--- src/rtl/lcf_pkg.sv ---
package lcf_pkg;

    // Line index used for the vector of conditioned lines
    localparam int unsigned LINE_SCL = 0;
    localparam int unsigned LINE_SDA = 1;
    localparam int unsigned N_LINES  = 2;

    typedef struct packed {
        logic start;
        logic stop;
        logic rise;
        logic fall;
    } lcf_evt_t;

    localparam lcf_evt_t EVT_NONE = '{start: 1'b0, stop: 1'b0, rise: 1'b0, fall: 1'b0};

endpackage

--- src/rtl/lcf_sync.sv ---
module lcf_sync #(
    parameter int unsigned W       = 2,
    parameter bit          RST_LVL = 1'b1
) (
    input  logic         clk_i,
    input  logic         rst_ni,
    input  logic [W-1:0] d_i,
    output logic [W-1:0] q_o
);

    typedef struct packed {
        logic [W-1:0] stage1;
        logic [W-1:0] stage2;
    } sync_st_t;

    sync_st_t st_d, st_q;

    always_comb begin
        st_d        = st_q;
        st_d.stage1 = d_i;
        st_d.stage2 = st_q.stage1;
    end

    always_ff @(posedge clk_i or negedge rst_ni) begin
        if (!rst_ni) begin
            st_q <= '{stage1: {W{RST_LVL}}, stage2: {W{RST_LVL}}};
        end else begin
            st_q <= st_d;
        end
    end

    assign q_o = st_q.stage2;

endmodule

--- src/rtl/lcf_glitch_filter.sv ---
module lcf_glitch_filter #(
    parameter int unsigned FILT_LEN = 4,
    parameter bit          RST_LVL  = 1'b1
) (
    input  logic clk_i,
    input  logic rst_ni,
    input  logic in_i,
    output logic lvl_o
);

    localparam int unsigned CW = $clog2(FILT_LEN + 1);
    localparam logic [CW-1:0] LIM = CW'(FILT_LEN - 1);

    typedef struct packed {
        logic          lvl;
        logic [CW-1:0] cnt;
    } filt_st_t;

    filt_st_t st_d, st_q;

    always_comb begin
        st_d = st_q;
        if (in_i != st_q.lvl) begin
            if (st_q.cnt == LIM) begin
                st_d.lvl = in_i;
                st_d.cnt = '0;
            end else begin
                st_d.cnt = st_q.cnt + 1'b1;
            end
        end else begin
            st_d.cnt = '0;
        end
    end

    always_ff @(posedge clk_i or negedge rst_ni) begin
        if (!rst_ni) begin
            st_q <= '{lvl: RST_LVL, cnt: '0};
        end else begin
            st_q <= st_d;
        end
    end

    assign lvl_o = st_q.lvl;

    // The filtered level only ever moves to the value the input held
    AST_FILT_TOWARD_INPUT: assert property (@(posedge clk_i) disable iff (!rst_ni)
        (st_q.lvl != $past(st_q.lvl)) |-> (st_q.lvl == $past(in_i)));

    // After a change, the level stays put for at least one more clock
    AST_FILT_NO_CHATTER: assert property (@(posedge clk_i) disable iff (!rst_ni)
        (st_q.lvl != $past(st_q.lvl)) |=> (st_q.lvl == $past(st_q.lvl)));

endmodule

--- src/rtl/lcf_holdoff.sv ---
module lcf_holdoff #(
    parameter int unsigned HOLDOFF_CYCLES = 10000
) (
    input  logic clk_i,
    input  logic rst_ni,
    output logic ready_o
);

    localparam int unsigned CW = $clog2(HOLDOFF_CYCLES + 1);
    localparam logic [CW-1:0] LAST = CW'(HOLDOFF_CYCLES);

    typedef struct packed {
        logic [CW-1:0] cnt;
        logic          ready;
    } hold_st_t;

    hold_st_t st_d, st_q;

    always_comb begin
        st_d = st_q;
        if (!st_q.ready) begin
            if (st_q.cnt == LAST) begin
                st_d.ready = 1'b1;
            end else begin
                st_d.cnt = st_q.cnt + 1'b1;
            end
        end
    end

    always_ff @(posedge clk_i or negedge rst_ni) begin
        if (!rst_ni) begin
            st_q <= '{cnt: '0, ready: 1'b0};
        end else begin
            st_q <= st_d;
        end
    end

    assign ready_o = st_q.ready;

    // Once released, the lockout never re-engages without reset
    AST_HOLDOFF_STICKY: assert property (@(posedge clk_i) disable iff (!rst_ni)
        st_q.ready |=> st_q.ready);

endmodule

--- src/rtl/i2c_line_event_filter.sv ---
module i2c_line_event_filter
    import lcf_pkg::*;
#(
    parameter int unsigned FILT_LEN       = 4,
    parameter int unsigned HOLDOFF_CYCLES = 10000
) (
    input  logic clk_i,
    input  logic rst_ni,
    input  logic scl_raw_i,
    input  logic sda_raw_i,
    input  logic busy_i,
    output logic scl_o,
    output logic sda_o,
    output logic start_o,
    output logic stop_o,
    output logic scl_rise_o,
    output logic scl_fall_o
);

    logic [N_LINES-1:0] raw_lines;
    logic [N_LINES-1:0] synced;
    logic [N_LINES-1:0] filtered;
    logic               ready;

    assign raw_lines[LINE_SCL] = scl_raw_i;
    assign raw_lines[LINE_SDA] = sda_raw_i;

    lcf_sync #(
        .W       (N_LINES),
        .RST_LVL (1'b1)
    ) sync_i (
        .clk_i  (clk_i),
        .rst_ni (rst_ni),
        .d_i    (raw_lines),
        .q_o    (synced)
    );

    for (genvar g = 0; g < N_LINES; g++) begin : g_filt
        lcf_glitch_filter #(
            .FILT_LEN (FILT_LEN),
            .RST_LVL  (1'b1)
        ) filt_i (
            .clk_i  (clk_i),
            .rst_ni (rst_ni),
            .in_i   (synced[g]),
            .lvl_o  (filtered[g])
        );
    end

    lcf_holdoff #(
        .HOLDOFF_CYCLES (HOLDOFF_CYCLES)
    ) holdoff_i (
        .clk_i   (clk_i),
        .rst_ni  (rst_ni),
        .ready_o (ready)
    );

    typedef struct packed {
        logic     scl_prev;
        logic     sda_prev;
        lcf_evt_t evt;
    } det_st_t;

    det_st_t  st_d, st_q;
    lcf_evt_t found;
    logic     scl_f, sda_f;

    assign scl_f = filtered[LINE_SCL];
    assign sda_f = filtered[LINE_SDA];

    always_comb begin
        found       = EVT_NONE;
        found.start = scl_f & st_q.scl_prev & st_q.sda_prev & ~sda_f;
        found.stop  = scl_f & st_q.scl_prev & ~st_q.sda_prev & sda_f;
        found.rise  = scl_f & ~st_q.scl_prev;
        found.fall  = ~scl_f & st_q.scl_prev;

        st_d          = st_q;
        st_d.scl_prev = scl_f;
        st_d.sda_prev = sda_f;
        st_d.evt      = (ready && !busy_i) ? found : EVT_NONE;
    end

    always_ff @(posedge clk_i or negedge rst_ni) begin
        if (!rst_ni) begin
            st_q <= '{scl_prev: 1'b1, sda_prev: 1'b1, evt: EVT_NONE};
        end else begin
            st_q <= st_d;
        end
    end

    assign scl_o      = scl_f;
    assign sda_o      = sda_f;
    assign start_o    = st_q.evt.start;
    assign stop_o     = st_q.evt.stop;
    assign scl_rise_o = st_q.evt.rise;
    assign scl_fall_o = st_q.evt.fall;

    AST_START_NEEDS_SCL_HIGH: assert property (@(posedge clk_i) disable iff (!rst_ni)
        start_o |-> ($past(scl_o) && !$past(sda_o)));

    AST_STOP_NEEDS_SCL_HIGH: assert property (@(posedge clk_i) disable iff (!rst_ni)
        stop_o |-> ($past(scl_o) && $past(sda_o)));

    AST_NO_EVT_IN_HOLDOFF: assert property (@(posedge clk_i) disable iff (!rst_ni)
        !ready |-> !(start_o || stop_o || scl_rise_o || scl_fall_o));

    AST_NO_EVT_WHEN_BUSY: assert property (@(posedge clk_i) disable iff (!rst_ni)
        $past(busy_i) |-> !(start_o || stop_o || scl_rise_o || scl_fall_o));

    AST_EVT_SINGLE_CYCLE: assert property (@(posedge clk_i) disable iff (!rst_ni)
        (start_o || stop_o || scl_rise_o || scl_fall_o)
        |=> !(start_o || stop_o || scl_rise_o || scl_fall_o));

    AST_EVT_EXCLUSIVE: assert property (@(posedge clk_i) disable iff (!rst_ni)
        $onehot0({start_o, stop_o, scl_rise_o, scl_fall_o}));

endmodule

--- config.mk ---
export PLATFORM = sky130hd
export DESIGN_NAME = i2c_line_event_filter
export DESIGN_NICKNAME = d
export VERILOG_FILES = /design/src/rtl/lcf_pkg.sv /design/src/rtl/lcf_sync.sv /design/src/rtl/lcf_glitch_filter.sv /design/src/rtl/lcf_holdoff.sv /design/src/rtl/i2c_line_event_filter.sv
export SDC_FILE = /design/constraint.sdc
export NUM_CORES = 1
export LEC_CHECK = 0
export ABC_CLOCK_PERIOD_IN_PS = 2700
export BUFFER_PORTS_ARGS = -buffer_cell sky130_fd_sc_hd__clkbuf_2
export CAP_MARGIN = 20
export CORE_MARGIN = 4
export CORE_UTILIZATION = 40
export DETAILED_ROUTE_END_ITERATION = 10
export PLACE_DENSITY_LB_ADDON = 0.25
export SETUP_SLACK_MARGIN = 0.4
export SLEW_MARGIN = 25
export SYNTH_ARGS = -nofsm -noshare
export SYNTH_HDL_FRONTEND = slang
export SYNTH_SLANG_ARGS = --single-unit
--- constraint.sdc ---
create_clock -name clk_i -period 2.7 [get_ports clk_i]
set_input_delay 0 -clock clk_i [delete_from_list [all_inputs] [get_ports clk_i]]
set_output_delay 0 -clock clk_i [all_outputs]
set_load 0.02 [all_outputs]
==> results of run 1 <==
[power breakdown]
part	internal, mW	leakage (nW)	switching [mW]	total (mW)
combinational	0.0698	0.254	0.0705	0.140
clock	0.196	0.0414	0.169	0.365
sequential	0.576	0.415	0.0462	0.623
total	0.842	0.710	0.286	1.13
[worst max-delay path, delay by kind of cell, from the launching register on]
kind	cells	cell delay [ns]
and+or+nand+nor	3	0.64
muxes	1	0.29
DFF	1	0.44
[state kept, by name (all words and copies together) (netlist names)]
register	cells
stop_o	1
g_filt.filt_i.lvl_o	2
sync_i.q_o	2
holdoff_i.ready_o	1
scl_fall_o	1
st_q	2
start_o	1
scl_rise_o	1
holdoff_i.st_q	14
g_filt.filt_i.st_q	6
sync_i.st_d	2
[layout make-up]
cell class | count | share of cell area (%)
sequential | 33 | 53.8
multi-input combinational | 61 | 30.8
timing repair buffer | 14 | 5.80
tap | 44 | 3.54
clock inverter | 3 | 2.98
clock buffer | 5 | 2.42
inverter | 3 | 0.725
[per-stage QoR]
stage / util (%) / worst slack [ns] / hold WS [ns]
2_1_floorplan: - / 1.32 / -0.296
3_3_place_gp: 45.7 / 1.24 / 0.0871
3_5_place_dp: 45.7 / 1.22 / 0.0889
4_1_cts: 49.7 / 1.22 / 0.263
5_1_grt: 49.7 / 1.14 / 0.268
6_report: 49.7 / 1.23 / 0.260
[cells in the mapped netlist]
cell type / count / area [um^2]
nand4_1: 4 / 25.0
clkbuf_1: 1 / 3.75
dfrtp_1: 25 / 626
and4_1: 1 / 8.76
nor4b_1: 1 / 8.76
nand3_1: 3 / 15.0
nand2_1: 8 / 30.0
nand2b_1: 1 / 6.26
dfstp_2: 8 / 210
nor3b_1: 5 / 37.5
mux2_4: 1 / 15.0
inv_1: 3 / 11.3
nor2b_4: 1 / 13.8
nor2b_1: 4 / 25.0
nor3_1: 1 / 5.00
and3_4: 2 / 22.5
buf_4: 1 / 7.51
mux2i_1: 1 / 10.0
xnor2_1: 13 / 114
xor2_2: 1 / 16.3
nand4b_1: 1 / 8.76
ha_1: 4 / 50.1
nor4_1: 1 / 6.26
and3_1: 1 / 6.26
nor2_1: 2 / 7.51
and3b_1: 2 / 17.5
and2_1: 1 / 6.26
mux2_2: 2 / 22.5
[kinds of logic (layout without fill, tap and decap cells)]
| group | count (synthesis) | in the layout |
|---|---|---|
| AND/OR/NAND/NOR | 39 | 39 |
| flip-flops | 33 | 33 |
| XOR/XNOR | 14 | 14 |
| buffers and inverters | 5 | 25 |
| adder cells (fa/ha/maj) | 4 | 4 |
| multiplexers | 4 | 4 |
[layer usage]
metal / global-route usage, % / share of wire, %
met1: 12.3 / 46
met2: 16.0 / 46
met4: 7.77 / 2.6
met5: 0 / 0
met3: 4.59 / 4.9
[what timing repair did]
item	CTS	global route
endpoints found under the setup margin	0	0
endpoints found under the hold margin	31	0
hold buffers	4	0
setup buffers	0	0
[worst min-delay path by stage]
stage / startpoint / end / cells past startpoint
floorplan: rst_ni / g_filt[0].filt_i.st_q[0] / 0
global placement: scl_raw_i / sync_i.st_d[0] / 1
detailed placement: scl_raw_i / sync_i.st_d[0] / 1
CTS: scl_raw_i / sync_i.st_d[0] / 2
global route: scl_raw_i / sync_i.st_d[0] / 2
finish: rst_ni / holdoff_i.st_q[4] / 2
==> flow_metrics.env, run 1 <==
export IMPL_outcome="finished clean"
export IMPL_worstReg2RegEnd="holdoff_i.st_q[2]"
export IMPL_grt_pass1_vias=781
export IMPL_max_slew_worst_pin_slew_ns=0.768
export IMPL_clk_insertion_delay_late_ns=0.34
export IMPL_post_cts_resized=0
export IMPL_max_freq_mhz=682
export IMPL_die_width_um=65.8
export IMPL_crit_path_max_incr_delay_ns=0.44
export IMPL_endpoint="holdoff_i.st_q[2]"
export IMPL_area_growth_pct=16.3
export IMPL_place_hpwl_um=1250
export IMPL_rr_worst_depth=4
export IMPL_vdd_drop_max_v=0.000359
export IMPL_initial_core_util_pct=42.7
export IMPL_ff2ff_setup_slack_ns=1.23
export IMPL_startpoint_type="register"
export IMPL_slew_headroom_pct=48.8
export IMPL_cts_max_path_buffers=2
export IMPL_antenna_found_initial=0
export IMPL_synth_cells=99
export IMPL_synth_nets=108
export IMPL_gp_congestion=0.703
export IMPL_cts_root_buffer="clkbuf_4"
export IMPL_synth_xor_area_share_pct=9.74
export IMPL_ys_ff_latch=33
export IMPL_n_fill_cell=281
export IMPL_dr_pass1_iters=4
export IMPL_crit_path_end_kind="register"
export IMPL_cp_slowest_cell="dfrtp_1"
export IMPL_period_share_pct=54.3
export IMPL_min_path_type="primary input to async pin"
export IMPL_overflow=0
export IMPL_fp_dieH_um=65.8
export IMPL_cts_made_buffers=5
export IMPL_rsz0062_at_grt="no"
export IMPL_ant_nets=0
export IMPL_placementRows=20
export IMPL_dp_cells=151
export IMPL_drtIter0Drc=23
export IMPL_slew_violations=0
export IMPL_dieArea_um2=4330
export IMPL_htree_levels=2
export IMPL_grt_max_degree=34
export IMPL_drt_wirelength_per_cell_um=10.9
export IMPL_coreArea_um2=3130
export IMPL_synth_compound_area_share_pct=0
export IMPL_total_power_mw=1.13
export IMPL_tns_ns=0
export IMPL_drive_gt1_share_pct=27.7
export IMPL_grt_total_usage_pct=10.8
export IMPL_worstPathRequired_ns=2.93
export IMPL_drcViolationCount=0
export IMPL_pin_count=11
export IMPL_synth_avg_cell_area_um2=13.5
export IMPL_yosys_area_share_adder_pct=3.75
export IMPL_multi_input_area_um2=478
export IMPL_port_buffers=10
export IMPL_final_cell_mix="25 x dfrtp_1, 13 x xnor2_1, 10 x clkbuf_2, 8 x nand2_1, 8 x dfstp_2"
export IMPL_clock_skew_ns=0.0113
export IMPL_p_leak_nw=0.710
export IMPL_nets=127
export IMPL_final_area_um2=1550
export IMPL_place_area_um2=1430
export IMPL_antennaDiodeCount=0
export IMPL_critPathKind="register to register"
export IMPL_crit_chain="nor4b_1, nand4b_1, nor2b_4, mux2_4"
export IMPL_avgViaCountPerCell=4.58
export IMPL_hold_violations=0
export IMPL_powerDensity_nw_per_um2=726
export IMPL_synth_top_family_by_area="simple AND/OR/NAND/NOR gates"
export IMPL_seq_area_um2=836
export IMPL_vias=747
export IMPL_cts_tree="built"
export IMPL_clk_pin_slew_ns=0.11
export IMPL_cp_data_arrival_time_ns=1.70
export IMPL_yosysUniqueCellTypes=28
export IMPL_yosys_area_share_simple_pct=18.7
export IMPL_synthMuxAreaShare_pct=3.56
export IMPL_setup_violations=0
export IMPL_r2r_start="holdoff_i.st_q[6]"
export IMPL_yosysWarnings=0
export IMPL_routed_wl_um=1780
export IMPL_grt_pass1_wl_um=3340
export IMPL_synth_seq_area_share_pct=62.5
export IMPL_layout_commonest_cell="dfrtp_1"
export IMPL_cp_startpoint="holdoff_i.st_q[6]"
export IMPL_cap_viol_max_count=0
export IMPL_synthesis_area_um2=1340
export IMPL_critPathMaxFanout=5
export IMPL_instances_no_fill=163
export IMPL_period_minus_slack_ns=1.47
export IMPL_clock_sinks=33
Note: power is estimated with default switching activity, not from simulation.
==> inputs of run 2 (changes only) <==
ABC_CLOCK_PERIOD_IN_PS = 1400   (was 2700)
clock period = 1.4 ns   (was 2.7 ns; I/O delays follow)
==> run 2 against run 1 <==
Net effect:
- the run now ends with negative setup slack left
- maximum frequency rose by 3.3%
- critical endpoint unchanged
- critical path type unchanged
- clock skew rose by 0.0029 ns
- via count up 14%
- first-iteration DRC count down 13%
- core utilization increased by 13 points
==> flow_metrics.env, run 2 (synthesis gave the netlist of run 1 again) <==
export IMPL_outcome="finished, violations left"
export IMPL_violations="negative setup slack"
export IMPL_powerDensity_nw_per_um2=1260
export IMPL_crit_path_max_incr_delay_ns=0.39
export IMPL_initial_core_util_pct=42.7
export IMPL_hold_violations=0
export IMPL_clock_skew_ns=0.0142
export IMPL_max_freq_mhz=705
export IMPL_crit_path_end_kind="register"
export IMPL_avgViaCountPerCell=4.57
export IMPL_nets=151
export IMPL_place_hpwl_um=1410
export IMPL_period_minus_slack_ns=1.42
export IMPL_clk_insertion_delay_late_ns=0.33
export IMPL_crit_chain="nor4b_2, nand4b_1, nor2b_4, mux2_4"
export IMPL_layout_setup_ws_ns=-0.0185
export IMPL_gp_congestion=0.719
export IMPL_area_growth_pct=46.5
export IMPL_combPwrFrac_pct=26.1
export IMPL_grt_max_degree=34
export IMPL_layout_commonest_cell="dfrtp_1"
export IMPL_largest_register="holdoff_i.st_q"
export IMPL_antennaDiodeCount=0
export IMPL_p_leak_nw=0.954
export IMPL_port_buffers=10
export IMPL_drtIter0Drc=20
export IMPL_vdd_drop_max_v=0.00107
export IMPL_worstPathRequired_ns=1.61
export IMPL_final_cell_mix="24 x dfrtp_1, 19 x buf_4, 8 x dfstp_2, 8 x clkbuf_2, 7 x xnor2_1"
export IMPL_p_int_mw=1.82
export IMPL_fp_dieH_um=65.8
export IMPL_cp_data_arrival_time_ns=1.63
export IMPL_rsz0062_at_grt="yes"
export IMPL_routed_wl_um=2460
export IMPL_largest_reg_flops=14
export IMPL_coreArea_um2=3130
export IMPL_dr_pass1_iters=2
export IMPL_antenna_found_initial=0
export IMPL_setup_violations=1
export IMPL_cts_tree="built"
export IMPL_seqPwrFrac_pct=49.7
export IMPL_critPathMaxFanout=2
export IMPL_cts_max_path_buffers=2
export IMPL_hold_slack_ns=0.224
export IMPL_slew_violations=0
export IMPL_grt_pass1_vias=873
export IMPL_cap_viol_max_count=0
export IMPL_ant_nets=0
export IMPL_critPathKind="register to register"
export IMPL_grt_total_usage_pct=12.9
export IMPL_startpoint_type="register"
export IMPL_pwr_share_clk_pct=24.2
export IMPL_dieArea_um2=4330
export IMPL_max_slew_worst_pin_slew_ns=0.394
export IMPL_sw_frac_of_total_pct=26.5
export IMPL_slew_headroom_pct=73.8
export IMPL_tns_ns=-0.0185
export IMPL_cp_slowest_cell="dfrtp_1"
export IMPL_cts_made_buffers=5
export IMPL_period_share_pct=101
export IMPL_reg_largest_list="holdoff_i.st_q (14), g_filt.filt_i.st_q (6)"
export IMPL_post_route_util_pct=62.6
export IMPL_grt_pass1_wl_um=4010
export IMPL_pre_cts_ws_ns=-0.0546
export IMPL_overflow=0
export IMPL_pin_count=11
export IMPL_drcViolationCount=0
export IMPL_drt_wirelength_per_cell_um=13.2
export IMPL_min_path_type="primary input to async pin"
export IMPL_htree_levels=2
export IMPL_clock_sinks=33
export IMPL_cts_root_buffer="clkbuf_4"
export IMPL_placementRows=20
export IMPL_drive_gt1_share_pct=61.5
export IMPL_vias=854
export IMPL_die_width_um=65.8
export IMPL_p_sw_mw=0.656
export IMPL_clk_pin_slew_ns=0.11
==> run 2: final cells by class <==
type	instances	area, um^2
Fill cell	250	1170
Sequential cell	33	837
Multi-Input combinational cell	61	676
Timing Repair Buffer	38	309
Clock buffer	7	65.1
Tap cell	44	55.1
Inverter	3	11.3
Clock inverter	1	5.00
==> run 2: final timing paths <==
path | from | endpoint | slack [ns] | cells after the start
worst min register to register | sync_i.st_d[1] | sync_i.q_o[1] | 0.36 | 0
worst min-delay path | rst_ni | start_o | 0.22 | 3
max in group asynchronous | rst_ni | sync_i.st_d[0] | 0.84 | 3
worst max-delay path | holdoff_i.st_q[8] | holdoff_i.st_q[2] | -0.02 | 4
worst max register to register | holdoff_i.st_q[8] | holdoff_i.st_q[2] | -0.02 | 4
min in group clk_i | sda_raw_i | sync_i.st_d[1] | 0.30 | 2
==> run 2: repair_timing <==
item / CTS / global route
gates resized for setup: 25 / 13
pin swaps: 10 / 18
hold buffers: 4 / 0
setup endpoints to repair: 23 / 25
buffers inserted: 11 / 4
endpoints found under the hold margin: 39 / 0
==> run 2: per-stage QoR <==
| step | area [um^2] | std cells | power (mW) |
|---|---|---|---|
| after floorplan | 1400 | 99 | 1.44 |
| after global placement | 1560 | 160 | 1.52 |
| after detailed placement | 1560 | 160 | 1.55 |
| after global routing | 1960 | 187 | 2.60 |
| final | 1960 | 187 | 2.47 |
| after CTS | 1860 | 183 | 2.41 |
==> run 2: critical path, delay by kind of cell (launching register included) <==
kind	cells	cell delay [ns]
simple gates	3	0.63
flops	1	0.39
mux	1	0.29
==> run 2: routing by layer <==
metal	vias up	wire length (um)	global-route usage [%]
met3	4	78	4.59
met4	0	30	6.22
met5	-	0	0
met1	414	1060	15.1
met2	11	1290	20.8
li1	425	-	-
==> run 2: power groups by stage <==
stage	Clock [mW]	Sequential (mW)	Combinational, mW
global placement	0	1.22	0.297
floorplan	0	1.25	0.188
finish	0.598	1.23	0.645
global route	0.658	1.24	0.701
detailed placement	0	1.24	0.317
CTS	0.618	1.21	0.576
==> inputs of run 3 (changes only) <==
ABC_CLOCK_PERIOD_IN_PS = 1800   (was 1400)
RECOVER_POWER = 50   (was not set)
SKIP_LAST_GASP = 1   (was not set)
clock period = 1.8 ns   (was 1.4 ns; I/O delays follow)
==> run 3 against run 2 <==
Net effect:
- the run now ends clean
- global-route usage down 1.5 points
- core utilization down 11 points
- final area down 17%
- clock-buffer cell count down 2
- hold slack better by 0.036 ns
- register-to-register slack better by 0.39 ns
- sequential power down 25%
- non-clock buffer count down 19
- flip-flop and latch count unchanged
- worst setup slack better by 0.39 ns
- final cell count down 10%
- critical path type unchanged
==> flow_metrics.env, run 3 (synthesis gave the netlist of run 1 again) <==
export IMPL_htree_levels=2
export IMPL_cts_root_buffer="clkbuf_4"
export IMPL_initial_core_util_pct=42.7
export IMPL_period_share_pct=79.1
export IMPL_dieArea_um2=4330
export IMPL_top_usage_layer="met2"
export IMPL_antenna_found_initial=0
export IMPL_clock_skew_ns=0.00750
export IMPL_startpoint_type="register"
export IMPL_clock_sinks=33
export IMPL_cts_max_path_buffers=2
export IMPL_placementRows=20
export IMPL_drt_wirelength_per_cell_um=11.8
export IMPL_powerDensity_nw_per_um2=1040
export IMPL_drtIter0Drc=18
export IMPL_use_met3_pct=5.61
export IMPL_drcViolationCount=0
export IMPL_tns_ns=0
export IMPL_crit_path_end_kind="register"
export IMPL_coreArea_um2=3130
export IMPL_drive_gt1_share_pct=34.7
export IMPL_cap_viol_max_count=0
export IMPL_clk_insertion_delay_late_ns=0.34
export IMPL_largest_reg_flops=14
export IMPL_min_path_type="primary input to async pin"
export IMPL_total_power_mw=1.69
export IMPL_grt_max_degree=34
export IMPL_final_cell_mix="24 x dfrtp_1, 12 x xnor2_1, 7 x nand2_1, 6 x clkbuf_2, 6 x dfstp_2"
export IMPL_cp_data_arrival_time_ns=1.66
export IMPL_setup_violations=0
export IMPL_clk_pin_slew_ns=0.11
export IMPL_ant_nets=0
export IMPL_vdd_drop_max_v=0.000517
export IMPL_place_area_um2=1430
export IMPL_hold_violations=0
export IMPL_grt_use_met2_pct=17.1
export IMPL_vias=774
export IMPL_critPathMaxFanout=4
export IMPL_crit_chain="inv_2, ha_4, nand2_2, nand4b_1, nor2b_4, mux2_4"
export IMPL_avgViaCountPerCell=4.61
export IMPL_p_leak_nw=0.731
export IMPL_pin_count=11
export IMPL_max_slew_worst_pin_slew_ns=0.787
export IMPL_layout_commonest_cell="dfrtp_1"
export IMPL_hold_slack_ns=0.260
export IMPL_max_freq_mhz=702
export IMPL_routed_wl_um=1980
export IMPL_overflow=0
export IMPL_dr_pass1_iters=4
export IMPL_worstPathRequired_ns=2.04
export IMPL_slew_headroom_pct=47.5
export IMPL_grt_met1_usage_pct=12.8
export IMPL_cp_slowest_cell="dfrtp_1"
export IMPL_final_area_um2=1630
export IMPL_grt_total_usage_pct=11.4
export IMPL_outcome="finished clean"
export IMPL_grt_pass1_vias=818
export IMPL_layout_setup_ws_ns=0.376
export IMPL_cts_made_buffers=5
export IMPL_port_buffers=10
export IMPL_critPathKind="register to register"
export IMPL_gp_congestion=0.701
export IMPL_nets=132
export IMPL_period_minus_slack_ns=1.42
export IMPL_path_buf_inv=1
export IMPL_die_width_um=65.8
export IMPL_rsz0062_at_grt="yes"
export IMPL_antennaDiodeCount=0
export IMPL_largest_register="holdoff_i.st_q"
export IMPL_area_growth_pct=21.8
export IMPL_crit_family="flip-flops"
export IMPL_pre_cts_ws_ns=0.336
export IMPL_place_hpwl_um=1250
export IMPL_grt_pass1_wl_um=3520
export IMPL_reg_largest_list="holdoff_i.st_q (14), g_filt.filt_i.st_q (6)"
export IMPL_fp_dieH_um=65.8
export IMPL_slew_violations=0
export IMPL_cts_tree="built"
export IMPL_crit_path_max_incr_delay_ns=0.43
## run 3: cell count changes in the layout (fill, tap and decap cells not counted), sizes merged
cell and delta:
bufinv +1, buf -21, clkinvlp +1
## run 3: report_power, final
part	internal, mW	switching, mW	leakage [nW]
combinational	0.104	0.105	0.277
clock	0.294	0.265	0.0414
sequential	0.857	0.0689	0.412
## run 3: final cells by class
class                   count  area [um^2]
flip-flops and latches     33          837
repair buffers             19          123
well taps                  44         55.1
multi-input cells          61          518
inverters                   3         11.3
clock buffers               5         37.5
fillers                   275         1500
clock inverters             3         46.3
## run 3: worst reg2reg max path, delay by kind of cell (launching register included)
family	cells	cell delay [ns]
and+or+nand+nor	3	0.38
DFF	1	0.43
muxes	1	0.29
buffers and inverters	1	0.09
adders and majority gates	1	0.13
## run 3: final timing paths
check | startpoint | end | slack, ns | cells past startpoint
max | holdoff_i.st_q[2] | holdoff_i.st_q[2] | 0.38 | 6
min | rst_ni | holdoff_i.st_q[4] | 0.26 | 2
max reg2reg | holdoff_i.st_q[2] | holdoff_i.st_q[2] | 0.38 | 6
min reg2reg | sync_i.st_d[1] | sync_i.q_o[1] | 0.36 | 0
max in group asynchronous | rst_ni | holdoff_i.ready_o | 1.01 | 2
min in group clk_i | scl_raw_i | sync_i.st_d[0] | 0.28 | 2
## run 3: timing repair
| item | CTS | global route |
|---|---|---|
| pin swaps | 0 | 2 |
| endpoints found under the setup margin | 3 | 10 |
| cloned | 0 | 0 |
| buffers inserted | 4 | 1 |
| hold buffers | 4 | 0 |
| resized for setup | 2 | 10 |
| hold endpoints to repair | 31 | 0 |
## run 3: metrics by stage
step | utilization (%) | std cells
final | 52.0 | 168
after global routing | 52.0 | 168
after CTS | 50.8 | 167
after detailed placement | 45.7 | 151
after global placement | 45.7 | 151
after floorplan | - | 99
## run 3: routing by layer
metal | wire [um] | vias to the layer above
met5 | 0 | -
met4 | 57 | 0
met3 | 103 | 6
met2 | 959 | 12
met1 | 855 | 378
li1 | - | 378
